==> src/rtl/auxbank_pkg.sv <==
package auxbank_pkg;

    parameter int ADDR_W = 16;
    parameter int DATA_W = 8;

    localparam logic [1:0] BANK_NONE = 2'b00;
    localparam logic [1:0] BANK_MAIN = 2'b01;
    localparam logic [1:0] BANK_AUX  = 2'b10;

    typedef struct packed {
        logic store80;
        logic rd_aux;
        logic wr_aux;
        logic int_cx;
        logic alt_zp;
        logic slot_c3;
        logic text;
        logic mixed;
        logic page2;
        logic hires;
        logic int_c8;
    } sw_t;

    localparam sw_t SW_RESET = '{store80: 1'b0, rd_aux: 1'b0, wr_aux: 1'b0,
                                 int_cx: 1'b0, alt_zp: 1'b0, slot_c3: 1'b0,
                                 text: 1'b1, mixed: 1'b0, page2: 1'b0,
                                 hires: 1'b0, int_c8: 1'b0};

endpackage

==> src/rtl/auxbank_sw_next.sv <==
module auxbank_sw_next
    import auxbank_pkg::*;
(
    input  logic [ADDR_W-1:0] addr,
    input  logic              we,
    input  logic              valid,
    input  sw_t               sw_q,
    output sw_t               sw_d
);

    always_comb begin
        sw_d = sw_q;
        if (valid) begin
            // memory-mapping pairs: writes only
            if (we && addr[15:4] == 12'hC00) begin
                case (addr[3:1])
                    3'd0: sw_d.store80 = addr[0];
                    3'd1: sw_d.rd_aux  = addr[0];
                    3'd2: sw_d.wr_aux  = addr[0];
                    3'd3: sw_d.int_cx  = addr[0];
                    3'd4: sw_d.alt_zp  = addr[0];
                    3'd5: sw_d.slot_c3 = addr[0];
                    default: ;
                endcase
            end
            // display pairs: any access
            if (addr[15:3] == 13'h180A) begin
                case (addr[2:1])
                    2'd0: sw_d.text  = addr[0];
                    2'd1: sw_d.mixed = addr[0];
                    2'd2: sw_d.page2 = addr[0];
                    2'd3: sw_d.hires = addr[0];
                    default: ;
                endcase
            end
            if (addr == 16'hCFFF) begin
                sw_d.int_c8 = 1'b0;
            end else if (addr[15:8] == 8'hC3 && !sw_q.slot_c3) begin
                sw_d.int_c8 = 1'b1;
            end
        end
    end

endmodule

==> src/rtl/auxbank_map.sv <==
module auxbank_map
    import auxbank_pkg::*;
(
    input  logic [ADDR_W-1:0] addr,
    input  sw_t               sw_q,
    output logic [1:0]        rd_bank,
    output logic [1:0]        wr_bank
);

    logic is_io, is_zp, is_text, is_hires;
    logic [1:0] base_aux;
    logic [1:0] sel_aux;
    logic [1:0] sel_bank [2];

    always_comb begin
        is_io    = addr[15:14] == 2'b11;
        is_zp    = addr[15:9] == 7'd0;
        is_text  = addr[15:10] == 6'b000001;
        is_hires = addr[15:13] == 3'b001;
        base_aux = {sw_q.wr_aux, sw_q.rd_aux};
    end

    for (genvar g = 0; g < 2; g++) begin : g_dir
        always_comb begin
            if (is_zp)
                sel_aux[g] = sw_q.alt_zp;
            else if (sw_q.store80 && is_text)
                sel_aux[g] = sw_q.page2;
            else if (sw_q.store80 && sw_q.hires && is_hires)
                sel_aux[g] = sw_q.page2;
            else
                sel_aux[g] = base_aux[g];
            if (is_io)
                sel_bank[g] = BANK_NONE;
            else
                sel_bank[g] = sel_aux[g] ? BANK_AUX : BANK_MAIN;
        end
    end

    assign rd_bank = sel_bank[0];
    assign wr_bank = sel_bank[1];

endmodule

==> src/rtl/auxbank_status.sv <==
module auxbank_status
    import auxbank_pkg::*;
(
    input  logic [ADDR_W-1:0] addr,
    input  logic              we,
    input  logic              valid,
    input  sw_t               sw_q,
    output logic [DATA_W-1:0] rd_data
);

    logic flag_bit;

    always_comb begin
        case (addr[3:0])
            4'h3: flag_bit = sw_q.rd_aux;
            4'h4: flag_bit = sw_q.wr_aux;
            4'h5: flag_bit = sw_q.int_cx;
            4'h6: flag_bit = sw_q.alt_zp;
            4'h7: flag_bit = sw_q.slot_c3;
            4'h8: flag_bit = sw_q.store80;
            4'hA: flag_bit = sw_q.text;
            4'hB: flag_bit = sw_q.mixed;
            4'hC: flag_bit = sw_q.page2;
            4'hD: flag_bit = sw_q.hires;
            default: flag_bit = 1'b0;
        endcase
        rd_data = '0;
        if (valid && !we && addr[15:4] == 12'hC01)
            rd_data[DATA_W-1] = flag_bit;
    end

endmodule

==> src/rtl/auxbank_ctl.sv <==
module auxbank_ctl
    import auxbank_pkg::*;
(
    input  logic              clk,
    input  logic              rst_n,
    input  logic [ADDR_W-1:0] cpu_addr,
    input  logic              cpu_we,
    input  logic              cpu_valid,
    output logic [DATA_W-1:0] rd_data,
    output logic [1:0]        rd_bank,
    output logic [1:0]        wr_bank,
    output logic              c8_rom_int
);

    sw_t sw_d, sw_q;

    auxbank_sw_next u_next (
        .addr  (cpu_addr),
        .we    (cpu_we),
        .valid (cpu_valid),
        .sw_q  (sw_q),
        .sw_d  (sw_d)
    );

    always_ff @(posedge clk or negedge rst_n) begin
        if (!rst_n) sw_q <= SW_RESET;
        else        sw_q <= sw_d;
    end

    auxbank_map u_map (
        .addr    (cpu_addr),
        .sw_q    (sw_q),
        .rd_bank (rd_bank),
        .wr_bank (wr_bank)
    );

    auxbank_status u_stat (
        .addr    (cpu_addr),
        .we      (cpu_we),
        .valid   (cpu_valid),
        .sw_q    (sw_q),
        .rd_data (rd_data)
    );

    assign c8_rom_int = sw_q.int_c8;

endmodule

==> config.mk <==
export PLATFORM = sky130hd
export DESIGN_NAME = auxbank_ctl
export DESIGN_NICKNAME = d
export VERILOG_FILES = /design/src/rtl/auxbank_pkg.sv /design/src/rtl/auxbank_sw_next.sv /design/src/rtl/auxbank_map.sv /design/src/rtl/auxbank_status.sv /design/src/rtl/auxbank_ctl.sv
export SDC_FILE = /design/constraint.sdc
export NUM_CORES = 1
export LEC_CHECK = 0
export ABC_AREA = 1
export BUFFER_PORTS_ARGS = -buffer_cell sky130_fd_sc_hd__buf_2
export CAP_MARGIN = 10
export CORE_MARGIN = 5
export CORE_UTILIZATION = 40
export DETAILED_ROUTE_END_ITERATION = 10
export GPL_ROUTABILITY_DRIVEN = 0
export PLACE_DENSITY = 0.63
export SKIP_CTS_REPAIR_TIMING = 1
export SYNTH_ARGS = -nofsm -noshare
export SYNTH_HDL_FRONTEND = slang
export SYNTH_SLANG_ARGS = --single-unit
==> constraint.sdc <==
create_clock -name clk -period 2.2 [get_ports clk]
set_input_delay 0.11 -clock clk [delete_from_list [all_inputs] [get_ports clk]]
set_output_delay 0.11 -clock clk [all_outputs]
set_load 0.1 [all_outputs]
==> metrics.txt, run 1 <==
synthesized area 1040 um2; layout cells sized above 1 0.280; Crit Path Class reg2out; DR pass1 iterations 4; residual DRC count 0; YS warnings 0; die height 60.9 um; area leader, netlist dfrtp_1; max incr delay on CP 0.43 ns; worst slack, placed 0.632 ns; Syn Area/Cell 6.36 um2; WHS Path Cells 4; detailed router's first-iteration violation count 51; CP Launch Type flip-flop; crit path cell chain nand2_1 > nor2_1 > nand2_1 > nand2_1 > nand2_1 > nand3_1 > nand2_1 > nor2_1 > buf_2; CTS buffer count 3; cell mode on critical path nand2_1; status finished clean; Sw Ratio 0.406; PwrDens 426 nW/um2; All-Layer GR Usage 0.161; Post-Layout Cell Count 219; synth unique cells 23; most common cell after layout, fill and taps aside nand2_1; P_leak 0.587 nW; worst min path class in2reg; Worst path slowest cell buf_2; die area 3710 um2; Max clock buf depth 2; endpoints failing setup 0; Clk Latency, worst-skew pair 0.27 ns; R2R Path End c8_rom_int; worst path required time 2.09 ns; Nets 210; Synth top area share 0.241; Final Worst Setup Slack 0.344 ns; root buffer cell clkbuf_4; min-delay src cpu_addr[13]; ANT cells 0; CTS tree built; Pwr Total 0.509 mW; Std-Cell Rows 18; Comb power frac 0.317; Tmin final 1.86 ns; reg-to-reg startpoint sw_q[5]; CTS sink count 11; Core Area 2480 um2; H-tree Lvls 1; most frequent cells in the layout 39 x nand2_1, 25 x buf_2, 21 x nor2_1, 18 x nand3_1, 12 x nand4_1; Final Hold Violating Endpoints 0; reg2reg path depth 3; IO Count 33; final WL 2.70 mm; Worst Hold Endpoint sw_q[4]; Post-DRT Antenna Nets 0; placed insts 214; clock power share 0.286; Slew Limit Fails 0; Starting Density 0.419; Clk pin slew, worst setup/hold paths 0.08 ns; wire per inst 12.3 um; largest net degree at the start of global routing 17; Worst setup EP type output port; Area Overhead vs Synth 15.3%; first-pass GRT wire length 4.49 mm; WHS 0.200 ns; Max VDD drop 0.000314 V; arrival time at the worst endpoint 1.75 ns; CP delay by family, top simple AND/OR/NAND/NOR gates; GR Overflow Total 0; largest cells by area after synthesis dfrtp_1 24%, nand2_1 14%, nand3_1 8.7%, nor2_1 7.6%, nand4_1 7.2%; total number of vias 1151; Int Pwr 0.303 mW; MaxCap Viol Count 0; number of global-route vias before repair 1062; Net Sw Power 0.207 mW; Final HPWL DP 2.20 mm; cell count after synthesis 163; critical path peak fanout 4; Final Skew 0.0000316 ns; Vias/cell 5.26; antenna violations before repair 0; Fin Setup TNS 0 ns; #FFs+latches synth 11; Horiz. Die Dim 60.9 um; crit share post-route 0.844; I/O Buffers 25; RSZ-0062 raised after global routing false; sequential fraction of the synthesis area 0.267; sequential group share of total power 0.397; Max Fclk 0.539 GHz; CP Buf/Inv Count 1; flop2flop setup slack 1.28 ns
[metrics by stage]
stage	instance area [um2]	utilization
after floorplan	1070	-
after global placement	1160	0.468
after detailed placement	1160	0.468
after CTS	1190	0.479
after global routing	1200	0.483
final	1200	0.483
[per-layer routing]
layer,part of all wire,vias up,wire [um],GRT usage
met4,0.011,0,31,0.0712
li1,-,575,-,-
met5,0,-,0,0
met2,0.49,50,1320,0.269
met1,0.42,522,1140,0.206
met3,0.080,4,215,0.0213
[power groups by stage]
| stage | clock network [mW] | registers, mW | logic (mW) |
|---|---|---|---|
| 2_1_floorplan | 0 | 0.207 | 0.126 |
| 5_1_grt | 0.157 | 0.202 | 0.172 |
| 4_1_cts | 0.145 | 0.202 | 0.160 |
| 6_report | 0.146 | 0.202 | 0.161 |
| 3_5_place_dp | 0 | 0.206 | 0.159 |
| 3_3_place_gp | 0 | 0.206 | 0.157 |
[how the worst max path moves through the flow]
| stage | from | endpoint | depth (start not counted) |
|---|---|---|---|
| finish | sw_q[10] | wr_bank[1] | 9 |
| global route | sw_q[10] | rd_bank[1] | 9 |
| CTS | sw_q[10] | wr_bank[1] | 9 |
| detailed placement | sw_q[10] | wr_bank[1] | 9 |
| global placement | sw_q[10] | wr_bank[1] | 9 |
| floorplan | sw_q[10] | wr_bank[1] | 8 |
[cell families after synthesis]
| family | after synthesis | synth area share |
|---|---|---|
| other | 1 | 0.00362 |
| AOI/OAI and AO/OA | 13 | 0.0627 |
| buffers and inverters | 29 | 0.136 |
| DFF | 11 | 0.267 |
| and+or+nand+nor | 109 | 0.531 |
[synth_stat cells]
| cell type | count |
|---|---|
| inv_2 | 9 |
| nor4_4 | 1 |
| o21ai_0 | 1 |
| nor2_4 | 1 |
| nand2_2 | 1 |
| dfrtp_1 | 10 |
| conb_1 | 1 |
| nand4_1 | 12 |
| inv_1 | 10 |
| nand3_2 | 1 |
| a21oi_1 | 4 |
| buf_4 | 7 |
| clkbuf_4 | 1 |
| nor4_1 | 2 |
| nor2_2 | 7 |
| o21ai_1 | 8 |
| nand3_1 | 18 |
| nand3_4 | 2 |
| dfstp_2 | 1 |
| buf_2 | 2 |
| nor2_1 | 21 |
| nand2_1 | 39 |
| nor3_1 | 4 |
[registers in the layout, indices dropped and copies added (netlist names)]
signal	flops
c8_rom_int	1
sw_q	10
[cell type report]
class / instances / area, um2
repair buffers: 26 / 135
multi-input cells: 129 / 649
fillers: 258 / 1280
inverters: 19 / 71.3
well taps: 30 / 37.5
flip-flops and latches: 11 / 277
clock buffers: 4 / 26.3
[tightest hold or removal path: cells and delay by family]
family | cells | cell delay (ns)
simple gates | 3 | 0.21
buf+inv | 1 | 0.14
No activity file was read; power rests on OpenSTA's default activity.
==> run 2, diff against run 1 <==
Settings changed: PLACE_DENSITY 0.63 to 0.66.
Clock period 2.2 ns to 1.6 ns, I/O delays scaled along.
==> run 2 against run 1 <==
Compared with the run above: the flow now finishes with violations (setup timing); clock skew hardly changed; worst hold slack worse by 0.020 ns; critical path depth did not move; count of clock-buffer cells in the layout did not move; critical endpoint is now rd_bank[1]; combinational power rose by 49%; utilization increased by 8.2 points; worst setup slack worse by 0.46 ns; via count increased by 1.6%; cell area increased by 17%; sequential share of layout area is 3.3 points lower; first-iteration DRC count decreased by 16%; critical path type unchanged.
==> metrics.txt, run 2 (same netlist as run 1, synthesis figures left out) <==
Core Area 2480 um2 (unchanged); residual DRC count 0 (unchanged); IO Count 33 (unchanged); CTS tree built; RSZ-0062 raised after global routing true; Clk Latency, worst-skew pair 0.27 ns (about the same); Worst path slowest cell dfrtp_1; number of global-route vias before repair 1031 (-2.9%); max incr delay on CP 0.38 ns (-0.05 ns); die height 60.9 um (unchanged); worst path required time 1.52 ns (-0.57 ns); antenna violations before repair 0 (unchanged); Max VDD drop 0.000516 V (+65%); most common cell after layout, fill and taps aside nand2_1; worst min path class in2reg; Max clock buf depth 2 (unchanged); Worst setup EP type output port; grt met1 use 0.184 (-0.0225); CP Launch Type flip-flop; DR pass1 iterations 4 (unchanged); PwrDens 511 nW/um2 (+20%); layout cells sized above 1 0.373 (+0.0926); Slew Limit Fails 0 (unchanged); final WL 2.87 mm (+6.3%); wire per inst 12.9 um (+4.4%); die area 3710 um2 (unchanged); Clk pin slew, worst setup/hold paths 0.07 ns (about the same); P_leak 0.650 nW (+11%); endpoints failing setup 4 (+4); DP Area 1270 um2 (+9.7%); met3 Use GR 0.0149 (-0.00638); Final Worst Setup Slack -0.119 ns (-0.463 ns); Final Skew 0.0000556 ns (+0.0000240 ns); Crit Path Class reg2out; root buffer cell clkbuf_4; H-tree Lvls 1 (unchanged); total number of vias 1169 (+1.6%); most frequent cells in the layout 33 x nand2_1, 20 x buf_2, 18 x nor2_1, 12 x nand3_1, 12 x nand4_1; Std-Cell Rows 18 (unchanged); Area Overhead vs Synth 34.9%; CTS sink count 11 (unchanged); Post-Layout Cell Count 223 (+1.8%); Horiz. Die Dim 60.9 um (unchanged); Post-DRT Antenna Nets 0 (unchanged); MaxCap Viol Count 0 (unchanged); Nets 214 (+1.9%); ANT cells 0 (unchanged); Tmin final 1.72 ns; Starting Density 0.419 (unchanged); met2 usage 0.275 (+0.00611); cell mode on critical path nand2_2; failing checks setup timing; Top reg by flops sw_q; status finished, violations left; GR Overflow Total 0 (unchanged); Final HPWL DP 2.22 mm (+0.92%); most used routing layer in global routing met2; detailed router's first-iteration violation count 43 (-16%); placed insts 214 (unchanged); largest net degree at the start of global routing 17 (unchanged); first-pass GRT wire length 4.37 mm (-2.6%); crit share post-route 1.07; CTS buffer count 3 (unchanged); crit path cell chain nand2_1 > nor2_1 > nand2_2 > nand2_1 > nand2_2 > nand3_2 > nand2_2 > nor2_4 > buf_12; Final Hold Violating Endpoints 0 (unchanged); I/O Buffers 25 (unchanged); arrival time at the worst endpoint 1.64 ns (-0.11 ns); Largest register FFs 10 (unchanged); Max Fclk 0.582 GHz; final instance area 1400 um2 (+17%); All-Layer GR Usage 0.158 (-0.00241); Fillers 254 (-1.6%); critical path peak fanout 4 (unchanged); Vias/cell 5.24 (-0.26%)
==> run 2: path summary, 6_finish.rpt <==
check	startpoint	to	slack (ns)	cells past startpoint
max reg2reg	sw_q[5]	c8_rom_int	0.78	3
min reg2reg	sw_q[1]	sw_q[1]	0.49	2
min	cpu_addr[13]	sw_q[4]	0.18	4
min in group asynchronous	rst_n	sw_q[10]	0.20	2
max in group asynchronous	rst_n	sw_q[4]	1.13	2
max	sw_q[10]	rd_bank[1]	-0.12	9
==> run 2: critical path: cells and delay by family, from the launching register on <==
family	cells	cell delay, ns
and+or+nand+nor	8	0.79
buffers and inverters	1	0.18
DFF	1	0.38
==> run 2: cell type report <==
| class | count | area [um2] | share of cell area |
|---|---|---|---|
| clock buffers | 4 | 26.3 | 0.0188 |
| inverters | 19 | 71.3 | 0.0510 |
| multi-input cells | 129 | 747 | 0.534 |
| flip-flops and latches | 11 | 277 | 0.198 |
| well taps | 30 | 37.5 | 0.0268 |
| repair buffers | 30 | 240 | 0.172 |
==> run 2: stage by stage <==
stage / total power [mW] / util / TNS (ns) / setup WS (ns) / hold slack (ns)
global placement: 0.515 / 0.514 / 0 / 0.282 / -0.0372
CTS: 0.712 / 0.524 / -0.236 / -0.0959 / -0.330
detailed placement: 0.517 / 0.514 / 0 / 0.212 / -0.0325
floorplan: 0.463 / - / 0 / 0.130 / -0.216
finish: 0.715 / 0.565 / -0.305 / -0.119 / 0.180
global route: 0.747 / 0.565 / -0.770 / -0.224 / 0.194
==> run 2: report_power, final <==
group          switching [mW]  leakage (nW)  internal [mW]  total (mW)
Clock                  0.0991        0.0150         0.0967       0.196
Sequential           0.000132         0.134          0.278       0.278
Combinational           0.188         0.501         0.0525       0.240
==> run 2: per-layer routing <==
layer | vias to the layer above | wire length (um)
met1 | 519 | 1180
met2 | 53 | 1390
met5 | - | 0
li1 | 586 | -
met3 | 11 | 202
met4 | 0 | 101
==> run 3, diff against run 2 <==
Settings changed: PLACE_DENSITY 0.66 to 0.79, RECOVER_POWER from default to 25.
==> run 3 against run 2 <==
Compared with the run above: final cell count fell by 0.90%; worst setup slack improved by 0.10 ns; sequential power about the same; clock power fell by 4%; highest routed layer unchanged; die area did not move; sequential cell count unchanged; the flow still finishes with violations (setup timing).
==> metrics.txt, run 3 (same netlist as run 1, synthesis figures left out) <==
CTS tree built; number of global-route vias before repair 957 (-7.2%); most common cell after layout, fill and taps aside nand2_1; Worst path slowest cell dfrtp_1; total number of vias 1119 (-4.3%); status finished, violations left; Final HPWL DP 2.06 mm (-7.2%); failing checks setup timing; crit share post-route 1.01 (-0.0623); Vias/cell 5.06 (-3.4%); Crit Path Class reg2out; first-pass GRT wire length 4.16 mm (-4.9%); largest net degree at the start of global routing 17 (unchanged); die area 3710 um2 (unchanged); Fillers 249 (-2.0%); Post-DRT Antenna Nets 0 (unchanged); detailed router's first-iteration violation count 34 (-21%); min-delay src cpu_addr[13]; Final Hold Violating Endpoints 0 (unchanged); worst path required time 1.52 ns (about the same); Clk pin slew, worst setup/hold paths 0.07 ns (about the same); Slew Limit Fails 0 (unchanged); Nets 212 (-0.93%); most frequent cells in the layout 34 x nand2_1, 19 x buf_2, 18 x nor2_1, 13 x nand3_1, 12 x nand4_1; multi-input logic area 749 um2 (+0.34%); register area 277 um2 (unchanged); wire per inst 12.3 um (-4.4%); ANT cells 0 (unchanged); final WL 2.72 mm (-5.3%); worst min path class in2reg; All-Layer GR Usage 0.149 (-0.00930); DR pass1 iterations 4 (unchanged); Setup crit start sw_q[10]; I/O Buffers 25 (unchanged); Horiz. Die Dim 60.9 um (unchanged); DP Area 1270 um2 (unchanged); CP Buf/Inv Count 1 (unchanged); residual DRC count 0 (unchanged); Core Area 2480 um2 (unchanged); CTS buffer count 3 (unchanged); Worst setup EP type output port; reg-to-reg startpoint sw_q[5]; H-tree Lvls 1 (unchanged); final instance area 1390 um2 (-0.98%); Max Fclk 0.618 GHz (+6.2%); Max VDD drop 0.000442 V (-14%); critical path peak fanout 4 (unchanged); Fin Setup TNS -0.0385 ns (+0.266 ns); WHS 0.164 ns (-0.0159 ns); GR Overflow Total 0 (unchanged); CP Launch Type flip-flop; layout cells sized above 1 0.351 (-0.0223); Area Overhead vs Synth 33.5%; IO Count 33 (unchanged); antenna violations before repair 0 (unchanged); MaxCap Viol Count 0 (unchanged); Worst-Margin Slew 0.595 ns; Largest register FFs 10 (unchanged); Tmin final 1.62 ns (-0.0997 ns); root buffer cell clkbuf_4; PwrDens 511 nW/um2 (about the same); Max clock buf depth 2 (unchanged); RSZ-0062 raised after global routing true; Starting Density 0.419 (unchanged); arrival time at the worst endpoint 1.54 ns (-0.10 ns); Final Worst Setup Slack -0.0194 ns (+0.0997 ns); CP delay by family, top simple AND/OR/NAND/NOR gates; Clk Latency, worst-skew pair 0.27 ns (about the same); Top reg by flops sw_q; P_leak 0.639 nW (-1.7%); Final Skew 0.000330 ns (+0.000274 ns); endpoints failing setup 3 (-1); crit path cell chain nand2_1 > nor2_1 > nand2_1 > nand2_1 > nand2_2 > nand3_4 > nand2_4 > nor2_4 > buf_12; cell mode on critical path nand2_1; CTS sink count 11 (unchanged); max incr delay on CP 0.39 ns (about the same); max_slew headroom 0.603; die height 60.9 um (unchanged); Std-Cell Rows 18 (unchanged)
[run 3: layout make-up]
class | instances | share of cell area
Multi-Input combinational cell | 129 | 0.541
Sequential cell | 11 | 0.200
Clock buffer | 4 | 0.0190
Timing Repair Buffer | 28 | 0.162
Inverter | 19 | 0.0515
Tap cell | 30 | 0.0271
[run 3: power by group]
group / leakage, nW / switching [mW] / total [mW] / internal (mW)
Combinational: 0.490 / 0.188 / 0.240 / 0.0521
Clock: 0.0150 / 0.0924 / 0.189 / 0.0967
Sequential: 0.134 / 0.000120 / 0.278 / 0.278
Total: 0.639 / 0.280 / 0.707 / 0.427
[run 3: stage by stage]
stage / utilization / std cells / worst slack, ns / power, mW
6_report: 0.559 / 221 / -0.0194 / 0.707
3_5_place_dp: 0.514 / 214 / 0.240 / 0.517
2_1_floorplan: - / 169 / 0.130 / 0.463
4_1_cts: 0.524 / 218 / -0.0681 / 0.710
5_1_grt: 0.559 / 221 / -0.133 / 0.741
3_3_place_gp: 0.514 / 214 / 0.279 / 0.517
[run 3: metal layers]
| layer | GRT usage | wire, um |
|---|---|---|
| met5 | 0 | 0 |
| met4 | 0.0650 | 49 |
| met3 | 0.0128 | 248 |
| met2 | 0.227 | 1230 |
| met1 | 0.214 | 1190 |
[run 3: final timing paths]
check                             end  slack [ns]  cells past startpoint
max in group asynchronous     sw_q[1]        0.89                      2
min reg2reg                   sw_q[4]        0.48                      2
min                           sw_q[4]        0.16                      4
max reg2reg                c8_rom_int        0.76                      3
max                        wr_bank[1]       -0.02                      9
min in group asynchronous     sw_q[7]        0.32                      2
[run 3: tightest hold or removal path, stage by stage]
cell	delay [ns]
buf_2	0.15
nor4_4	0.08
nand4_1	0.07
nand2_1	0.05
